## src/rtl/sdram_mon_pkg.sv

```systemverilog
package sdram_mon_pkg;

  typedef enum logic [3:0] {
    CMD_DESEL  = 4'd0,
    CMD_NOP    = 4'd1,
    CMD_BSTOP  = 4'd2,
    CMD_RD     = 4'd3,
    CMD_RDAP   = 4'd4,
    CMD_WR     = 4'd5,
    CMD_WRAP   = 4'd6,
    CMD_ACT    = 4'd7,
    CMD_PRE    = 4'd8,
    CMD_PREALL = 4'd9,
    CMD_MODE   = 4'd10,
    CMD_OTHER  = 4'd11,
    CMD_SUSP   = 4'd12
  } cmd_e;

  typedef enum logic [1:0] {
    RSN_NONE         = 2'd0,
    RSN_NOT_OPEN     = 2'd1,
    RSN_ALREADY_OPEN = 2'd2,
    RSN_BANKS_BUSY   = 2'd3
  } rsn_e;

endpackage

```

## src/rtl/sdram_cmd_decode.sv

```systemverilog
module sdram_cmd_decode
  import sdram_mon_pkg::*;
#(
  parameter int BA_W = 2
) (
  input  logic            clk,
  input  logic            rst_n,
  input  logic            cke,
  input  logic            cs_n,
  input  logic            ras_n,
  input  logic            cas_n,
  input  logic            we_n,
  input  logic [BA_W-1:0] ba,
  input  logic            a10,
  output cmd_e            cmd
);

  logic cke_prev_q;
  logic cke_prev_d;

  // clock enable history, one cycle deep
  always_comb cke_prev_d = cke;

  always_ff @(posedge clk or negedge rst_n) begin
    if (!rst_n) cke_prev_q <= 1'b0;
    else        cke_prev_q <= cke_prev_d;
  end

  always_comb begin
    cmd = CMD_OTHER;
    if (!cke || !cke_prev_q) begin
      cmd = CMD_SUSP;
    end else if (cs_n) begin
      cmd = CMD_DESEL;
    end else begin
      unique case ({ras_n, cas_n, we_n})
        3'b111:  cmd = CMD_NOP;
        3'b110:  cmd = CMD_BSTOP;
        3'b101:  cmd = a10 ? CMD_RDAP : CMD_RD;
        3'b100:  cmd = a10 ? CMD_WRAP : CMD_WR;
        3'b011:  cmd = CMD_ACT;
        3'b010:  cmd = a10 ? CMD_PREALL : CMD_PRE;
        3'b000:  cmd = ((ba == '0) && !a10) ? CMD_MODE : CMD_OTHER;
        default: cmd = CMD_OTHER;
      endcase
    end
  end

endmodule

```

## src/rtl/sdram_bank_tracker.sv

```systemverilog
module sdram_bank_tracker
  import sdram_mon_pkg::*;
#(
  parameter int NUM_BANKS = 4,
  parameter int BA_W      = 2
) (
  input  logic                 clk,
  input  logic                 rst_n,
  input  cmd_e                 cmd,
  input  logic [BA_W-1:0]      bank,
  output logic [NUM_BANKS-1:0] open_q
);

  logic [NUM_BANKS-1:0] open_d;

  for (genvar g = 0; g < NUM_BANKS; g++) begin : g_bank
    logic hit;
    always_comb begin
      hit       = (bank == BA_W'(g));
      open_d[g] = open_q[g];
      unique case (cmd)
        CMD_ACT:                     if (hit) open_d[g] = 1'b1;
        CMD_PRE, CMD_RDAP, CMD_WRAP: if (hit) open_d[g] = 1'b0;
        CMD_PREALL:                  open_d[g] = 1'b0;
        default:                     open_d[g] = open_q[g];
      endcase
    end

    always_ff @(posedge clk or negedge rst_n) begin
      if (!rst_n) open_q[g] <= 1'b0;
      else        open_q[g] <= open_d[g];
    end
  end

  a_r6_act_opens: assert property (@(posedge clk) disable iff (!rst_n)
    (cmd == CMD_ACT) |=> open_q[$past(bank)]);

  a_r6_preall_clears: assert property (@(posedge clk) disable iff (!rst_n)
    (cmd == CMD_PREALL) |=> (open_q == '0));

  a_r7_autopre_closes: assert property (@(posedge clk) disable iff (!rst_n)
    (cmd == CMD_RDAP || cmd == CMD_WRAP) |=> !open_q[$past(bank)]);

  a_r11_quiet_keeps: assert property (@(posedge clk) disable iff (!rst_n)
    (cmd == CMD_DESEL || cmd == CMD_NOP || cmd == CMD_BSTOP ||
     cmd == CMD_OTHER || cmd == CMD_SUSP) |=> $stable(open_q));

endmodule

```

## src/rtl/sdram_viol_check.sv

```systemverilog
module sdram_viol_check
  import sdram_mon_pkg::*;
#(
  parameter int NUM_BANKS = 4,
  parameter int BA_W      = 2
) (
  input  cmd_e                 cmd,
  input  logic [BA_W-1:0]      bank,
  input  logic [NUM_BANKS-1:0] open_q,
  output rsn_e                 rsn
);

  logic target_open;
  logic any_open;

  always_comb begin
    target_open = open_q[bank];
    any_open    = |open_q;
    rsn         = RSN_NONE;
    unique case (cmd)
      CMD_RD, CMD_RDAP, CMD_WR, CMD_WRAP:
        if (!target_open) rsn = RSN_NOT_OPEN;
      CMD_ACT:
        if (target_open)  rsn = RSN_ALREADY_OPEN;
      CMD_MODE:
        if (any_open)     rsn = RSN_BANKS_BUSY;
      default:
        rsn = RSN_NONE;
    endcase
  end

endmodule

```

## src/rtl/sdram_cmd_monitor.sv

```systemverilog
module sdram_cmd_monitor
  import sdram_mon_pkg::*;
#(
  parameter int NUM_BANKS = 4,
  parameter int BA_W      = $clog2(NUM_BANKS)
) (
  input  logic                 clk,
  input  logic                 rst_n,
  input  logic                 cke,
  input  logic                 cs_n,
  input  logic                 ras_n,
  input  logic                 cas_n,
  input  logic                 we_n,
  input  logic [BA_W-1:0]      ba,
  input  logic                 a10,
  output logic [3:0]           cmd_o,
  output logic [BA_W-1:0]      bank_o,
  output logic [NUM_BANKS-1:0] bank_open_o,
  output logic                 viol_o,
  output logic [1:0]           viol_rsn_o
);

  // reset: asserted at once, released on the second clock edge
  logic [1:0] rst_pipe_q;
  logic       rst_sync_n;

  always_ff @(posedge clk or negedge rst_n) begin
    if (!rst_n) rst_pipe_q <= 2'b00;
    else        rst_pipe_q <= {rst_pipe_q[0], 1'b1};
  end
  assign rst_sync_n = rst_pipe_q[1];

  cmd_e cmd_now;
  rsn_e rsn_now;

  sdram_cmd_decode #(.BA_W(BA_W)) u_decode (
    .clk   (clk),
    .rst_n (rst_sync_n),
    .cke   (cke),
    .cs_n  (cs_n),
    .ras_n (ras_n),
    .cas_n (cas_n),
    .we_n  (we_n),
    .ba    (ba),
    .a10   (a10),
    .cmd   (cmd_now)
  );

  sdram_bank_tracker #(.NUM_BANKS(NUM_BANKS), .BA_W(BA_W)) u_tracker (
    .clk    (clk),
    .rst_n  (rst_sync_n),
    .cmd    (cmd_now),
    .bank   (ba),
    .open_q (bank_open_o)
  );

  sdram_viol_check #(.NUM_BANKS(NUM_BANKS), .BA_W(BA_W)) u_check (
    .cmd    (cmd_now),
    .bank   (ba),
    .open_q (bank_open_o),
    .rsn    (rsn_now)
  );

  logic [3:0]      cmd_d;
  logic [BA_W-1:0] bank_d;
  logic            viol_d;
  logic [1:0]      rsn_d;

  always_comb begin
    cmd_d  = cmd_now;
    bank_d = ba;
    rsn_d  = rsn_now;
    viol_d = (rsn_now != RSN_NONE);
  end

  always_ff @(posedge clk or negedge rst_sync_n) begin
    if (!rst_sync_n) begin
      cmd_o      <= 4'(CMD_DESEL);
      bank_o     <= '0;
      viol_o     <= 1'b0;
      viol_rsn_o <= 2'(RSN_NONE);
    end else begin
      cmd_o      <= cmd_d;
      bank_o     <= bank_d;
      viol_o     <= viol_d;
      viol_rsn_o <= rsn_d;
    end
  end

  a_r4_susp_code: assert property (@(posedge clk) disable iff (!rst_sync_n)
    !cke |=> (cmd_o == 4'(CMD_SUSP)));

  a_r10_mode_clean_idle: assert property (@(posedge clk) disable iff (!rst_sync_n)
    (cmd_o == 4'(CMD_MODE) && viol_rsn_o == 2'(RSN_NONE)) |-> (bank_open_o == '0));

  a_r8_read_clean_open: assert property (@(posedge clk) disable iff (!rst_sync_n)
    (cmd_o == 4'(CMD_RD) && viol_rsn_o == 2'(RSN_NONE)) |-> bank_open_o[bank_o]);

  a_r12_quiet_no_reason: assert property (@(posedge clk) disable iff (!rst_sync_n)
    !viol_o |-> (viol_rsn_o == 2'(RSN_NONE)));

endmodule

```

## config.mk

```make
export PLATFORM = sky130hd
export DESIGN_NAME = sdram_cmd_monitor
export DESIGN_NICKNAME = d
export VERILOG_FILES = /design/src/rtl/sdram_mon_pkg.sv /design/src/rtl/sdram_cmd_decode.sv /design/src/rtl/sdram_bank_tracker.sv /design/src/rtl/sdram_viol_check.sv /design/src/rtl/sdram_cmd_monitor.sv
export SDC_FILE = /design/constraint.sdc
export NUM_CORES = 1
export LEC_CHECK = 0
export BUFFER_PORTS_ARGS = -buffer_cell sky130_fd_sc_hd__buf_2
export CORE_MARGIN = 5
export CORE_UTILIZATION = 30
export DETAILED_ROUTE_END_ITERATION = 7
export GPL_TIMING_DRIVEN = 1
export PLACE_DENSITY = 0.54
export SLEW_MARGIN = 20
export SYNTH_ARGS = -nofsm -noshare
export SYNTH_HDL_FRONTEND = slang
export SYNTH_HIERARCHICAL = 1
export SYNTH_SLANG_ARGS = --single-unit
```

## constraint.sdc

```tcl
create_clock -name clk -period 0.8 [get_ports clk]
set_input_delay 0.2 -clock clk [delete_from_list [all_inputs] [get_ports clk]]
set_output_delay 0.2 -clock clk [all_outputs]
set_load 0.02 [all_outputs]
```

## Word level (Yosys, flattened, before mapping)

Index checks and enable logic that the tools add are counted.

- Magnitude comparators: 1
- Equal/unequal tests: 25
- Multiplexer cells: 25
- Reductions and logical operators: 16

Operator list:

| kind | number |
|---|---|
| $pmux 4 s7 | 1 |
| $eq 4x3->1 const B | 4 |
| $eq 3x3->1 const B | 4 |
| $eq 4x4->1 const B | 3 |
| $mux 1 | 12 |
| $pmux 1 s3 | 4 |
| $reduce_and 3->1 | 4 |
| $mux 4 | 2 |
| $ne 2x1->1 const B | 4 |
| $ne 2x2->1 const B | 4 |
| $reduce_or 4->1 | 2 |
| $eq 3x2->1 const B | 2 |
| $mux 2 | 3 |
| $pmux 2 s3 | 1 |
| $eq 2x2->1 const B | 2 |
| $eq 4x2->1 const B | 1 |
| $logic_not 1->1 | 3 |
| $logic_not 3->1 | 1 |
| $lt 2x3->1 const B | 1 |
| $mux 3 | 1 |
| $reduce_bool 3->1 | 1 |
| $reduce_or 3->1 | 1 |
| $bmux 1 s2 | 1 |
| $eq 2x1->1 const B | 1 |
| other kinds (4) | 4 |

- Bits in registers: 16
- Output and inout port bits: 13

## Longest topological paths before layout

- Depth in word-level cells: 10
- Gate-level depth with buffers: 8
- Depth with buffers taken out: 7

## Modules after synthesis

Netlist, hierarchy kept.

Modules (own cells, without submodules):

| module | times used | cells an instance | area an instance (um^2) | sequential area each (um^2) |
|---|---|---|---|---|
| sdram_cmd_monitor | 1 | 13 | 285.3 | 275.3 |
| sdram_bank_tracker | 1 | 22 | 249.0 | 100.1 |
| sdram_cmd_decode | 1 | 21 | 147.6 | 25.0 |
| sdram_viol_check | 1 | 11 | 97.6 | 0.0 |

## Least setup slack after synthesis

OpenSTA, ideal clock, no wires.

- Path kind: input-to-reg
- Start point: in we_n
- End point: reg u_tracker.open_q[1]
- Arrival time: 2.284 ns
- Setup slack: -1.609 ns
- Stages: 8
- Path buffers: 1
- Cells stage by stage: buf_2 or3_1 a21oi_1 a2111oi_1 nand2b_4 a31oi_4 a21oi_1 mux2_2

- Cells in the longest elaborated chain, start to end: 8
- Elaborated cells on any way between the ends: 21
- Classes of those cells: 13 x eq/ne; 4 x mux; 4 x reduce/logical

Ends and longest elaborated chain:

| item | RTL line | text |
|---|---|---|
| from (decl) | sdram_cmd_monitor.sv:13 | `input logic we_n,` |
| $eq 3x2->1 (tied with other cells) | sdram_cmd_decode.sv:36 | `unique case ({ras_n, cas_n, we_n})` |
| $pmux 4 s7 * | sdram_cmd_decode.sv:36 |  |
| $mux 4 * | sdram_cmd_decode.sv:33 | `end else if (cs_n) begin` |
| $mux 4 * | sdram_cmd_decode.sv:31 | `if (!cke \|\| !cke_prev_q) begin` |
| named net cmd_d[1] | sdram_cmd_monitor.sv:64 | `logic [3:0] cmd_d;` |
| $eq 4x4->1 or $eq 4x3->1 (tied branches) | sdram_bank_tracker.sv:21 | `unique case (cmd)` |
| $reduce_or 3->1 | sdram_bank_tracker.sv:21 |  |
| $ne 2x1->1 (no source line) or $reduce_bool 3->1 (tied branches) | n/a |  |
| $reduce_and 3->1 (no source line) | n/a |  |
| to (signal, indexed assignment) | sdram_bank_tracker.sv:31 | `else open_q[g] <= open_d[g];` |
| to (decl) | sdram_bank_tracker.sv:11 | `output logic [NUM_BANKS-1:0] open_q` |

Mark *: on every way through the listed nets, which the timed path passes. The rest lies on a longest branch.
A chain may end at the register's enable or synchronous reset.

## Worst setup path after layout

- Start point: reg u_decode.cke_prev_q
- End point: reg u_tracker.open_q[2]

- Cells in the longest elaborated chain, start to end: 7
- Elaborated cells on any way between the ends: 14
- Classes of those cells: 7 x eq/ne; 2 x mux; 5 x reduce/logical

Ends and longest elaborated chain:

| item | RTL line | text |
|---|---|---|
| from (decl) | sdram_cmd_decode.sv:18 | `logic cke_prev_q;` |
| from (signal assigned) | sdram_cmd_decode.sv:26 | `else cke_prev_q <= cke_prev_d;` |
| $logic_not 1->1 * | sdram_cmd_decode.sv:31 |  |
| $logic_or 1x1->1 * | sdram_cmd_decode.sv:31 |  |
| $mux 4 * | sdram_cmd_decode.sv:31 |  |
| named net cmd_d[0] | sdram_cmd_monitor.sv:64 |  |
| $eq 4x4->1 or $eq 4x3->1 (tied branches) | sdram_bank_tracker.sv:21 |  |
| $reduce_or 3->1 | sdram_bank_tracker.sv:21 |  |
| $ne 2x1->1 (no source line) or $reduce_bool 3->1 (tied branches) | n/a |  |
| $reduce_and 3->1 (no source line) | n/a |  |

Marks and branches as above.

==> impl_metrics.yaml <==
critical_path:
  path_common_cell: "buf_4"
  critical_path_depth: 8
  critPathArrivalTime_ns: 1.89
  cp_data_required_time_ns: 0.98
  rr_worst_depth: 8
  path_delay_family: "buffers and inverters"
  critPathSlowestCell: "dfrtp_1"
  path_cells: "nand2_4 > a2111oi_4 > buf_4 > nand2b_4 > buf_4 > buf_12 > a21oi_2 > mux2_4"
  cp-start-kind: "register"
  critical_path_peak_fanout: 4
  crit_path_end_kind: "register"
  crit_buf_inv: 3
  path_class: "reg -> reg"
  cpPeakStageDelay_ns: 0.37
timing:
  worst_clock_skew_ns: 0.00655
  finalSetupViolations: 24
  max_freq_mhz: 585
  fin_crit_ns: 1.71
  rsz0062_at_grt: "true"
  finalMaxSlewViolations: 0
  hold_viol: 0
  setup_slack_ns: -0.909
  period_share: 2.14
  setup-tns-final_ns: -9.95
logic_synthesis:
  synth_xor_area_frac: 0.0112
  ys_ff_latch: 16
  synth_cell_types: 31
  synthMuxAreaShare: 0.0851
  yosys_warnings: 6
  synth.net_count: 77
  yosysTopAreaCell: "dfrtp_1"
  synth_compound_area_frac: 0.201
  synth_top_area_frac: 0.514
  ys_seq_area_frac: 0.514
  synthSimpleGateAreaFrac: 0.159
  syn_avg_cell_area_um2: 11.6
  synth_top_family_by_area: "compound AO/OA/AOI/OAI gates"
  netlist_top_cells_area: "dfrtp_1, mux2_2, nand2b_1"
  synthAdderAreaFrac: 0
  netlist_area_um2: 779
  synthFlopType: "dfrtp_1"
  postSynth.asyncResetShare: 1.00
  synth-edff-count: 0
  synthCells: 67
routing:
  num_vias: 741
  initialDrtViolationCount: 8
  wl_met3_um: 111
  totalWireLength_um: 2260
  routedWlPerCell_um: 14.5
  firstDrtPassIters: 4
  drc_errors: 0
  drtAntennaViolNets: 0
  viasPerCell: 4.75
  wl_met2_um: 1240
  top_layer_used: "met3"
  m1WireLength_um: 912
clocking:
  cts_root_buf: "clkbuf_4"
  tritoncts: "yes"
  clkSlewWorstSetupHoldPaths_ns: 0.09
  htree_levels: 1
  cts_buffers: 3
  cts.sinks: 16
  clkLatencyLatePin_ns: 0.28
  clockBufferDepth: 2
run_status:
  outcome: "finished with violations"
  violations: "negative setup slack"
cells_and_area:
  area_growth_pct: 101
  insertedDiodeCount: 0
  fin_cells: 156
  layout-drive-gt1-share: 0.683
  finish.instance_area_um2: 1570
  fin_nets: 137
global_route:
  grt_pass1_vias: 818
  grt_pass1_wl_um: 3660
  grt_usage: 0.135
  grt-ovfl-total: 0
  grt_max_degree: 15
  antenna_found_initial: 0
floorplan:
  core_area_um2: 2480
  chipHeight_um: 61.0
  rows: 18
  start_util: 0.315
  pin_count: 23
  die-area_um2: 3720
  die_x_um: 61.0
power_and_ir_drop:
  powerDensity_nw_per_um2: 1810
  p_comb_frac: 0.470
  pwr-share-seq: 0.346
  clkPwrFrac: 0.183
  vdd_drop_max_uv: 1570
  p_switching_uw: 868
  power.internal_uw: 1970
  sw_frac_of_total: 0.306
  leakagePower_uw: 0.000711
job:
  max_cap_violations: 0
placement:
  postPlaceCellArea_um2: 1210
  hpwl_um: 1620
  gp_congestion: 0.763
  numPortBuffers: 22
  dpl.cell_count: 142
min_path:
  min_path_cells: 1
  hp-class: "in -> reg"
-- synthesized netlist by cell type (all sizes together) (2+ instances only) --
master,count
a2111oi,3
a21o,2
a21oi,4
a31oi,2
dfrtp,16
inv,4
mux2,3
nand2,4
nand2b,5
nor2,3
nor3,2
nor3b,2
o21a,3
-- final timing paths --
path	start	to	slack, ns
setup / recovery	u_decode/cke_prev_q	u_tracker/open_q[2]	-0.91
hold / removal	cke	u_decode/cke_prev_q	0.07
setup reg to reg	u_decode/cke_prev_q	u_tracker/open_q[2]	-0.91
hold reg to reg	rst_pipe_q[1]	cmd_o[3]	0.18
max in group asynchronous	rst_pipe_q[1]	cmd_o[1]	0.45
min in group asynchronous	rst_pipe_q[1]	cmd_o[3]	0.18
-- layout make-up --
type	instances	area, µm²
well taps	30	37.5
flip-flops and latches	16	400
fillers	202	908
multi-input cells	46	551
clock buffers	4	36.3
inverters	4	15.0
repair buffers	56	529
-- placed cells by master (no fill, tap or decap), types with 2 or more instances in the layout --
master,n
buf_6,27
o21a_1,3
mux2_4,3
nor3_1,2
inv_1,4
nor2_1,3
a2111oi_4,3
a31oi_4,2
dfrtp_1,16
nand2b_4,3
a21oi_2,3
clkbuf_4,3
buf_2,6
nand2b_1,2
nand2_1,3
a21o_1,2
buf_4,20
-- cell families (layout without fill, tap and decap cells) --
family / Yosys count / in the layout
and+or+nand+nor: 20 / 20
AOI/OAI and AO/OA: 19 / 19
DFF: 16 / 16
muxes: 5 / 5
buffers and inverters: 5 / 64
other: 1 / 1
xor gates and xnor gates: 1 / 1
-- metrics by stage --
| step | util | hold WS, ns | setup slack [ns] | total power (µW) |
|---|---|---|---|---|
| after floorplan | - | -0.0956 | -1.07 | 1440 |
| after global placement | 0.488 | -0.0150 | -1.12 | 1850 |
| after detailed placement | 0.488 | -0.0141 | -1.16 | 1880 |
| after CTS | 0.588 | 0.0577 | -0.882 | 2780 |
| after global routing | 0.633 | 0.0380 | -0.964 | 3000 |
| final | 0.633 | 0.0695 | -0.909 | 2840 |
-- power groups by stage --
| stage | Combinational (µW) | Clock [µW] | Sequential (µW) |
|---|---|---|---|
| global route | 1410 | 598 | 994 |
| detailed placement | 888 | 0 | 993 |
| CTS | 1250 | 551 | 983 |
| finish | 1340 | 521 | 982 |
| floorplan | 317 | 0 | 1120 |
| global placement | 867 | 0 | 986 |
-- sequential cells by signal (all words and copies together), names as in the netlist --
register,count
bank_o,2
cmd_o,4
rst_pipe_q,2
u_decode/cke_prev_q,1
u_tracker/open_q,4
viol_o,1
viol_rsn_o,2
-- worst reg2reg max path, cell delays in order, from the launching register on --
cell and delay (ns):
dfrtp_1 0.37, nand2_4 0.09, a2111oi_4 0.19, buf_4 0.18, nand2b_4 0.06, buf_4 0.14, buf_12 0.12, a21oi_2 0.15
mux2_4 0.31
-- routing by layer --
metal / vias up / GRT usage
met2: 17 / 0.246
met3: 0 / 0.0511
met1: 358 / 0.151
met5: - / 0
met4: 0 / 0.0279
li1: 366 / -
-- repair_timing --
action | CTS | global route
pin swaps | 7 | 4
buffers inserted | 4 | 6
hold buffers | 1 | 0
resized for setup | 45 | 17
endpoints found under the setup margin | 24 | 24
hold endpoints to repair | 2 | 0
No activity file was read; power rests on OpenSTA's default activity.
